`src/rtl/dts_pkg.sv`:
```
package dts_pkg;
    typedef enum logic [2:0] {
        ST_IDLE,
        ST_SETTLE,
        ST_RATED,
        ST_CAP,
        ST_CMP
    } dts_state_e;
endpackage

```
`src/rtl/dts_timer.sv`:
```
module dts_timer #(
    parameter int CW = 12
) (
    input  logic          clk_i,
    input  logic          rst_ni,
    input  logic          load_i,
    input  logic [CW-1:0] val_i,
    output logic          zero_o
);
    logic [CW-1:0] cnt_d, cnt_q;

    always_comb begin
        cnt_d = cnt_q;
        if (load_i) begin
            cnt_d = val_i;
        end else if (cnt_q != '0) begin
            cnt_d = cnt_q - 1'b1;
        end
    end

    always_ff @(posedge clk_i or negedge rst_ni) begin
        if (!rst_ni) cnt_q <= '0;
        else         cnt_q <= cnt_d;
    end

    assign zero_o = (cnt_q == '0);
endmodule

```
`src/rtl/dts_cfg_chk.sv`:
```
module dts_cfg_chk #(
    parameter int CW = 12
) (
    input  logic [CW-1:0] settle_i,
    input  logic [CW-1:0] rated_i,
    output logic          ok_o
);
    logic rated_nz;
    logic settle_longer;

    assign rated_nz      = (rated_i != '0);
    assign settle_longer = (settle_i > rated_i);
    assign ok_o          = rated_nz && settle_longer;
endmodule

```
`src/rtl/dts_cmp.sv`:
```
module dts_cmp #(
    parameter int RW = 8
) (
    input  logic [RW-1:0] resp_i,
    input  logic [RW-1:0] exp_i,
    output logic          mismatch_o
);
    logic [RW-1:0] diff;

    for (genvar g = 0; g < RW; g++) begin : g_bit
        assign diff[g] = resp_i[g] ^ exp_i[g];
    end

    assign mismatch_o = |diff;
endmodule

```
`src/rtl/dlytst_seq.sv`:
```
module dlytst_seq
    import dts_pkg::*;
#(
    parameter int DW = 8,
    parameter int RW = 8,
    parameter int CW = 12
) (
    input  logic          clk_i,
    input  logic          rst_ni,
    input  logic          start_i,
    input  logic [DW-1:0] v1_i,
    input  logic [DW-1:0] v2_i,
    input  logic [RW-1:0] exp_i,
    input  logic [CW-1:0] settle_i,
    input  logic [CW-1:0] rated_i,
    input  logic [RW-1:0] resp_i,
    output logic [DW-1:0] vec_o,
    output logic          in_en_o,
    output logic          out_en_o,
    output logic          busy_o,
    output logic          done_o,
    output logic          fail_o,
    output logic          cfg_err_o
);
    typedef struct packed {
        dts_state_e    st;
        logic [DW-1:0] vec;
        logic [DW-1:0] v2;
        logic [RW-1:0] expv;
        logic [CW-1:0] rated;
        logic          in_en;
        logic          out_en;
        logic          done;
        logic          fail;
        logic          cfg_err;
    } seq_regs_t;

    seq_regs_t     r_d, r_q;
    logic          tmr_load;
    logic [CW-1:0] tmr_val;
    logic          tmr_zero;
    logic          cfg_ok;
    logic          mismatch;

    dts_timer #(.CW(CW)) tmr_i (
        .clk_i  (clk_i),
        .rst_ni (rst_ni),
        .load_i (tmr_load),
        .val_i  (tmr_val),
        .zero_o (tmr_zero)
    );

    dts_cfg_chk #(.CW(CW)) cfg_i (
        .settle_i (settle_i),
        .rated_i  (rated_i),
        .ok_o     (cfg_ok)
    );

    dts_cmp #(.RW(RW)) cmp_i (
        .resp_i     (resp_i),
        .exp_i      (r_q.expv),
        .mismatch_o (mismatch)
    );

    always_comb begin
        r_d      = r_q;
        r_d.in_en  = 1'b0;
        r_d.out_en = 1'b0;
        tmr_load = 1'b0;
        tmr_val  = '0;
        unique case (r_q.st)
            ST_IDLE: begin
                if (start_i) begin
                    if (cfg_ok) begin
                        r_d.st      = ST_SETTLE;
                        r_d.vec     = v1_i;
                        r_d.in_en   = 1'b1;
                        r_d.v2      = v2_i;
                        r_d.expv    = exp_i;
                        r_d.rated   = rated_i;
                        r_d.done    = 1'b0;
                        r_d.fail    = 1'b0;
                        r_d.cfg_err = 1'b0;
                        tmr_load    = 1'b1;
                        tmr_val     = settle_i - 1'b1;
                    end else begin
                        r_d.cfg_err = 1'b1;
                    end
                end
            end
            ST_SETTLE: begin
                if (tmr_zero) begin
                    r_d.st    = ST_RATED;
                    r_d.vec   = r_q.v2;
                    r_d.in_en = 1'b1;
                    tmr_load  = 1'b1;
                    tmr_val   = r_q.rated - 1'b1;
                end
            end
            ST_RATED: begin
                if (tmr_zero) begin
                    r_d.st     = ST_CAP;
                    r_d.out_en = 1'b1;
                end
            end
            ST_CAP: begin
                r_d.st = ST_CMP;
            end
            ST_CMP: begin
                r_d.fail = mismatch;
                r_d.done = 1'b1;
                r_d.st   = ST_IDLE;
            end
            default: begin
                r_d.st = ST_IDLE;
            end
        endcase
    end

    always_ff @(posedge clk_i or negedge rst_ni) begin
        if (!rst_ni) r_q <= '0;
        else         r_q <= r_d;
    end

    assign vec_o     = r_q.vec;
    assign in_en_o   = r_q.in_en;
    assign out_en_o  = r_q.out_en;
    assign busy_o    = (r_q.st != ST_IDLE);
    assign done_o    = r_q.done;
    assign fail_o    = r_q.fail;
    assign cfg_err_o = r_q.cfg_err;
endmodule

```
`config.mk`:
```
export PLATFORM = sky130hd
export DESIGN_NAME = dlytst_seq
export DESIGN_NICKNAME = d
export VERILOG_FILES = /design/src/rtl/dts_pkg.sv /design/src/rtl/dts_timer.sv /design/src/rtl/dts_cfg_chk.sv /design/src/rtl/dts_cmp.sv /design/src/rtl/dlytst_seq.sv
export SDC_FILE = /design/constraint.sdc
export NUM_CORES = 1
export LEC_CHECK = 0
export BUFFER_PORTS_ARGS = -buffer_cell sky130_fd_sc_hd__buf_2
export CORE_AREA = 2 2 83 85
export CTS_CLUSTER_SIZE = 16
export DETAILED_ROUTE_END_ITERATION = 6
export DIE_AREA = 0 0 85 87
export PLACE_DENSITY = 0.78
export SETUP_SLACK_MARGIN = 0.3
export SLEW_MARGIN = 25
export SYNTH_ARGS = -nofsm -noshare
export SYNTH_HDL_FRONTEND = slang
export SYNTH_SLANG_ARGS = --single-unit
```
`constraint.sdc`:
```
create_clock -name clk_i -period 2.95 [get_ports clk_i]
set_clock_uncertainty 0.15 [all_clocks]
set_input_delay 0.1475 -clock clk_i [delete_from_list [all_inputs] [get_ports clk_i]]
set_output_delay 0.1475 -clock clk_i [all_outputs]
set_load 0.05 [all_outputs]
```
# Word-level counts from Yosys, hierarchy flattened
# Cells that the tools add are included.
op_classes:
  muxes: 22
  eq_ne: 8
  n_addsub: 3
  n_lt_le_gt_ge: 1
  reduce_logical: 15
  bitwise: 8
ops:
  columns: ["op", "count"]
  rows:
  - ["40-bit two-way mux", 2]
  - ["12-bit two-way mux", 5]
  - ["12-bit by 1-bit subtractor with 12-bit output, second input constant", 3]
  - ["12-bit case mux with 2 select lines", 1]
  - ["12-bit nonzero test", 2]
  - ["8-bit case mux with 2 select lines", 1]
  - ["12-bit > comparator", 1]
  - ["12-bit zero test", 1]
  - ["3-bit case mux with 4 select lines", 1]
  - ["11-bit two-way mux", 1]
  - ["4-bit AND reduction", 2]
  - ["8-bit OR reduction", 1]
  - ["1-bit XOR", 8]
  - ["3-bit by 2-bit equality test with 1-bit output, second input constant", 2]
  - ["3-bit two-way mux", 2]
  - ["2-bit by 1-bit inequality test with 1-bit output, second input constant", 3]
  - ["3-bit AND reduction", 2]
  - ["2-bit nonzero test", 3]
  - ["1-bit two-way mux", 5]
  - ["1-bit case mux with 2 select lines", 2]
  - ["2-bit case mux with 2 select lines", 1]
  - ["3-bit by 1-bit equality test with 1-bit output, second input constant", 1]
  - ["3-bit equality test, second input constant", 1]
  - ["3-bit zero test", 1]
  - ["other kinds (5)", 5]
word_totals:
  in_bits: 59
  reg_bits: 56
  word_cells: 68
  out_inout_bits: 14

# Depth between registers and ports, before layout
depth:
  ltp_word: 6
  depth_mapped: 9
  depth_no_buf: 8

# Modules after synthesis
# Synthesis repeated with hierarchy kept, for this count alone.
unflattened:
  cells_unflattened: 343
  area_unflattened_um2: 3490.8
modules_own_cells:
  columns: ["mod", "seq_area_each_um2", "n_inst", "area_per_inst_um2", "cells_per_inst"]
  rows:
  - ["dlytst_seq", 1101.1, 1, 2354.8, 214]
  - ["dts_timer", 300.3, 1, 716.9, 72]
  - ["dts_cfg_chk", 0.0, 1, 332.8, 46]
  - ["dts_cmp", 0.0, 1, 86.3, 11]

# Worst setup path after synthesis
# Ideal clock, no wire load.
synth_timing:
  path_type: "input -> register"
  start: "in rated_i[2]"
  end: "reg r_q[18] (netlist name)"
  t_required_ns: 2.675
  arrival_time_ns: 1.984
  path_buffers: 1
  setup_time_ns: 0.125
  setup_slack_ns: 0.691
  cell_stages: 8
  path_cell_list: "inv_1 > ha_1 > and4b_1 > a211oi_1 > o32ai_1 > o211ai_2 > buf_2 > mux2_2"
synth_between:
  elab_chain_cells: 3
  word_cells_on_any_way: 4
  cone_classes: "order compare (1); reduce/logical (3)"
synth_lines:
  columns: ["element", "line", "rtl"]
  rows:
  - ["from (decl)", "dlytst_seq.sv:15", "input logic [CW-1:0] rated_i,"]
  - ["12-bit > comparator / 12-bit nonzero test (equally long branches)", "dts_cfg_chk.sv:12, dts_cfg_chk.sv:11", null]
  - ["1-bit logical AND (*)", "dts_cfg_chk.sv:13", "assign ok_o = rated_nz && settle_longer;"]
  - ["3-bit AND reduction (no line) (*)", null, null]
  - ["to (signal assigned)", "dlytst_seq.sv:122", "else r_q <= r_d;"]
  - ["to (decl)", "dlytst_seq.sv:38", "seq_regs_t r_d, r_q;"]
# Every way passes the cells marked *; elsewhere a longest branch is shown, timed or not.
# A chain may end at the register's enable or synchronous reset.

# Worst setup path in the final report
layout_timing:
  start: "in rated_i[3]"
  end: "reg tmr_i.cnt_q[8]"
layout_between:
  elab_chain_cells: 6
  word_cells_on_any_way: 11
  cone_classes: "order compare (1); mux (7); reduce/logical (3)"
layout_lines:
  columns: ["element", "line", "rtl"]
  rows:
  - ["12-bit > comparator / 12-bit nonzero test (equally long branches)", "dts_cfg_chk.sv:12, dts_cfg_chk.sv:11", null]
  - ["1-bit logical AND (*)", "dts_cfg_chk.sv:13", null]
  - ["12-bit two-way mux / 1-bit two-way mux (equally long branches)", "dlytst_seq.sv:74", "if (cfg_ok) begin"]
  - ["12-bit two-way mux / 1-bit two-way mux (equally long branches)", "dlytst_seq.sv:73", "if (start_i) begin"]
  - ["12-bit case mux with 2 select lines / 1-bit case mux with 2 select lines (equally long branches)", "dlytst_seq.sv:71", "unique case (r_q.st)"]
  - ["12-bit two-way mux / 2-bit nonzero test (equally long branches)", null, null]
  - ["to (signal assigned)", "dts_timer.sv:23", "else cnt_q <= cnt_d;"]
  - ["to (decl)", "dts_timer.sv:10", "logic [CW-1:0] cnt_d, cnt_q;"]
# Marks and branches as above.

==> metrics.txt <==
async set or reset register ratio after synthesis 100.0%; overall routed net length 8503 µm; gate count after technology mapping 349; Internal Pwr Total 0.001023 W; sequential cell area 1401 µm²; area overhead of the layout relative to synthesis 24.85%; class of the most critical hold timing path in -> reg; power density relative to cell area 321.3 nW/µm²; combined global-route utilization of all metal layers 23.56%; die extent in x 85 µm; number of hold violations in the final report 0; cell-by-cell trace of the critical path dlygate4sd3_1 -> buf_2 -> inv_1 -> ha_1 -> and4b_1 -> a211oi_2 -> o32ai_2 -> o21ai_0 -> buf_4 -> nor2_1 -> o221ai_1; delay of the slowest cell on the worst path 0.52 ns; total negative slack 0 ns; CP Class in -> reg; arrival time worst endpoint 2.67 ns; first-pass GRT wire length 14,060 µm; number of inserted filler cells in the final layout 490; total overflow reported by the global router 0; Num Clock Sinks 56; clock insertion delay at the later pin of the skew report 0.31 ns; NetSw 0.0003567 W; number of search-and-repair iterations in the first detailed-routing pass 4; H-Tree Depth 2; number of global-route vias before repair 3,028; count of state elements after synthesis 56; maximum clock insertion buffer count 2; number of enable flip-flop cells after synthesis 0; DRC viols 0; kind of end point of the critical path flop; clock transition at the registers of the reported paths 0.10 ns; layout cell share with drive strength beyond 1 28.57%; Fmax 378.5 MHz; I/O Pins 73; remaining antenna violation count after routing 0; post-route minimum period 2.642 ns; DIE HEIGHT 87 µm; combinational share of power 12.8%; DP HPWL 5943 µm; number of design-rule violations left by the first detailed-router iteration 248; total die area 7395 µm²; average instance area after synthesis 9.855 µm²; type of element launching the critical path input pin; average vias per placed instance 5.576; antenna cell count 0; Final setup violation count 0; Layout Nets 521; sequential fraction of design power 55.6%; vias 2,944; final estimated routing congestion in global placement 0.8762; maximum capacitance violations 0; most instantiated library cell after synthesis dfrtp_1; part of the Yosys area used for sequential elements 40.74%; placeable core region 6569 µm²; final period utilization 89.57%; reg-to-reg startpoint tmr_i.cnt_q[4]$_DFFE_PN0P_; outcome finished, final reports clean; yosys warns 0; number of port buffers 72; Data required, critical path 2.97 ns; number of nets produced by synthesis 423; starting utilization of the core area 52.36%; Netlist Area Pre-Place 3440 µm²; top post-synthesis cells by area dfrtp_1, mux2_2, ha_1; area taken by multi-input logic gates 1858 µm²; Yosys cell types 48; total chip power 0.001380 W; Clock Root Buffer clkbuf_8; slew of the pin with the lowest slew margin 0.6066 ns; Static Leak 2.039 nW; clock network power share 31.6%; # rows 30; Setup crit start rated_i[3]; cell types with the highest counts after synthesis dfrtp_1, nand2_1, inv_1, o21ai_0, mux2_2; number of antenna violations at the first check in global routing 0; most instantiated flip-flop cell in the synthesis netlist dfrtp_1; top cell type's share of synthesized area 40.74%; largest vdd supply drop 0.2629 mV; Sw Share 25.85%; pin count of the biggest net entering global routing 40; pins over their slew limit 0; largest area contributor in the synthesized netlist dfrtp_1; CTS tree built; unrepaired setup endpoints after global routing yes; WL per Instance 16.10 µm; number of buffers added by the clock tree synthesis step 5; Critical-path top delay cell dlygate4sd3_1; largest fanout on the critical path 12; worst-case headroom to the max-slew limit 59.56%; hold wc startpoint rated_i[9]
[final timing paths]
path	endpoint	slack, ns	depth (start not counted)
worst max register to register	vec_o[7]$_DFFE_PN0P_	0.55	5
worst min-delay path	r_q[14]$_DFFE_PN0P_	0.01	3
worst min register to register	r_q[6]$_DFFE_PN0P_	0.37	2
max in group asynchronous	r_q[15]$_DFFE_PN0P_	1.72	3
min in group asynchronous	r_q[18]$_DFFE_PN0P_	0.22	2
worst max-delay path	tmr_i.cnt_q[8]$_DFFE_PN0P_	0.31	11
[worst max-delay path: cells and delay by family]
kind	cells	cell delay [ns]
AND/OR/NAND/NOR	2	0.51
AO/OA/AOI/OAI	4	0.77
buffers and inverters	4	0.91
adder cells (fa/ha/maj)	1	0.33
[power by group through the flow]
stage	clock, W	combinational (W)	sequential (W)
after global routing	0.000469	0.000193	0.000767
final	0.000436	0.000177	0.000767
after detailed placement	0	0.000138	0.000782
after CTS	0.000443	0.000169	0.000767
after floorplan	0	0.0000516	0.000782
after global placement	0	0.000134	0.000782
[through the flow]
step | std cells | setup slack [ns] | area, µm² | util, % | hold slack (ns)
2_1_floorplan | 349 | 0.6911 | 3440 | - | -0.2981
3_3_place_gp | 488 | 0.5001 | 3855 | 58.69 | 0.02638
3_5_place_dp | 488 | 0.5036 | 3855 | 58.69 | 0.03349
4_1_cts | 526 | 0.3174 | 4245 | 64.63 | 0.01205
5_1_grt | 528 | 0.2368 | 4294 | 65.37 | 0.04683
6_report | 528 | 0.3078 | 4294 | 65.37 | 0.01286
[flip-flops by register name, summed over array words and instances (netlist names)]
signal       flops
tmr_i.cnt_q     12
fail_o           1
r_q             31
cfg_err_o        1
vec_o            8
out_en_o         1
done_o           1
in_en_o          1
[routing by layer]
layer	part of all wire (%)	vias to the layer above	wire length (µm)	track usage [%]
li1	-	1425	-	-
met4	2.4	0	201	7.215
met2	50	90	4257	41.34
met5	0	-	0	0
met1	43	1410	3690	30.51
met3	4.2	19	353	2.938
[cell families after synthesis]
| kind of cell | synth area share, % |
|---|---|
| xor+xnor | 8.658 |
| flops | 40.74 |
| simple gates | 18.15 |
| buf+inv | 5.857 |
| compound gates | 10.80 |
| mux | 10.33 |
| fa+ha+maj | 5.457 |
[layout make-up]
type | count | area share, %
flip-flops and latches | 56 | 32.63
clock buffers | 5 | 1.603
repair buffers | 111 | 17.74
inverters | 22 | 1.923
clock inverters | 3 | 0.4953
well taps | 80 | 2.331
multi-input cells | 251 | 43.27
[repair_timing]
action | 4_1_cts | 5_1_grt
setup endpoints to repair | 0 | 22
setup buffers | 0 | 1
resized for setup | 0 | 3
hold buffers | 30 | 0
endpoints found under the hold margin | 53 | 0
[cells in the final DEF (no fill, tap or decap), drive strengths merged, types with 2 or more instances in the layout]
cell and count:
nor3 7, xnor2 17, ha 15, o211ai 2, o21ai 22, clkbuf 6, or3 7, nor2 17
nand2 49, nor2b 3, mux2 28, buf 80, o31ai 3, and3 2, a211oi 2, nor3b 2
dfrtp 56, nand3b 2, a21oi 8, xor2 17, nand4 3, nand3 4, inv 23, o221ai 11
a21o 2, nor4 15, dlygate4sd3 30, nand2b 2, or4 2
Note: power is estimated with default switching activity, not from simulation.
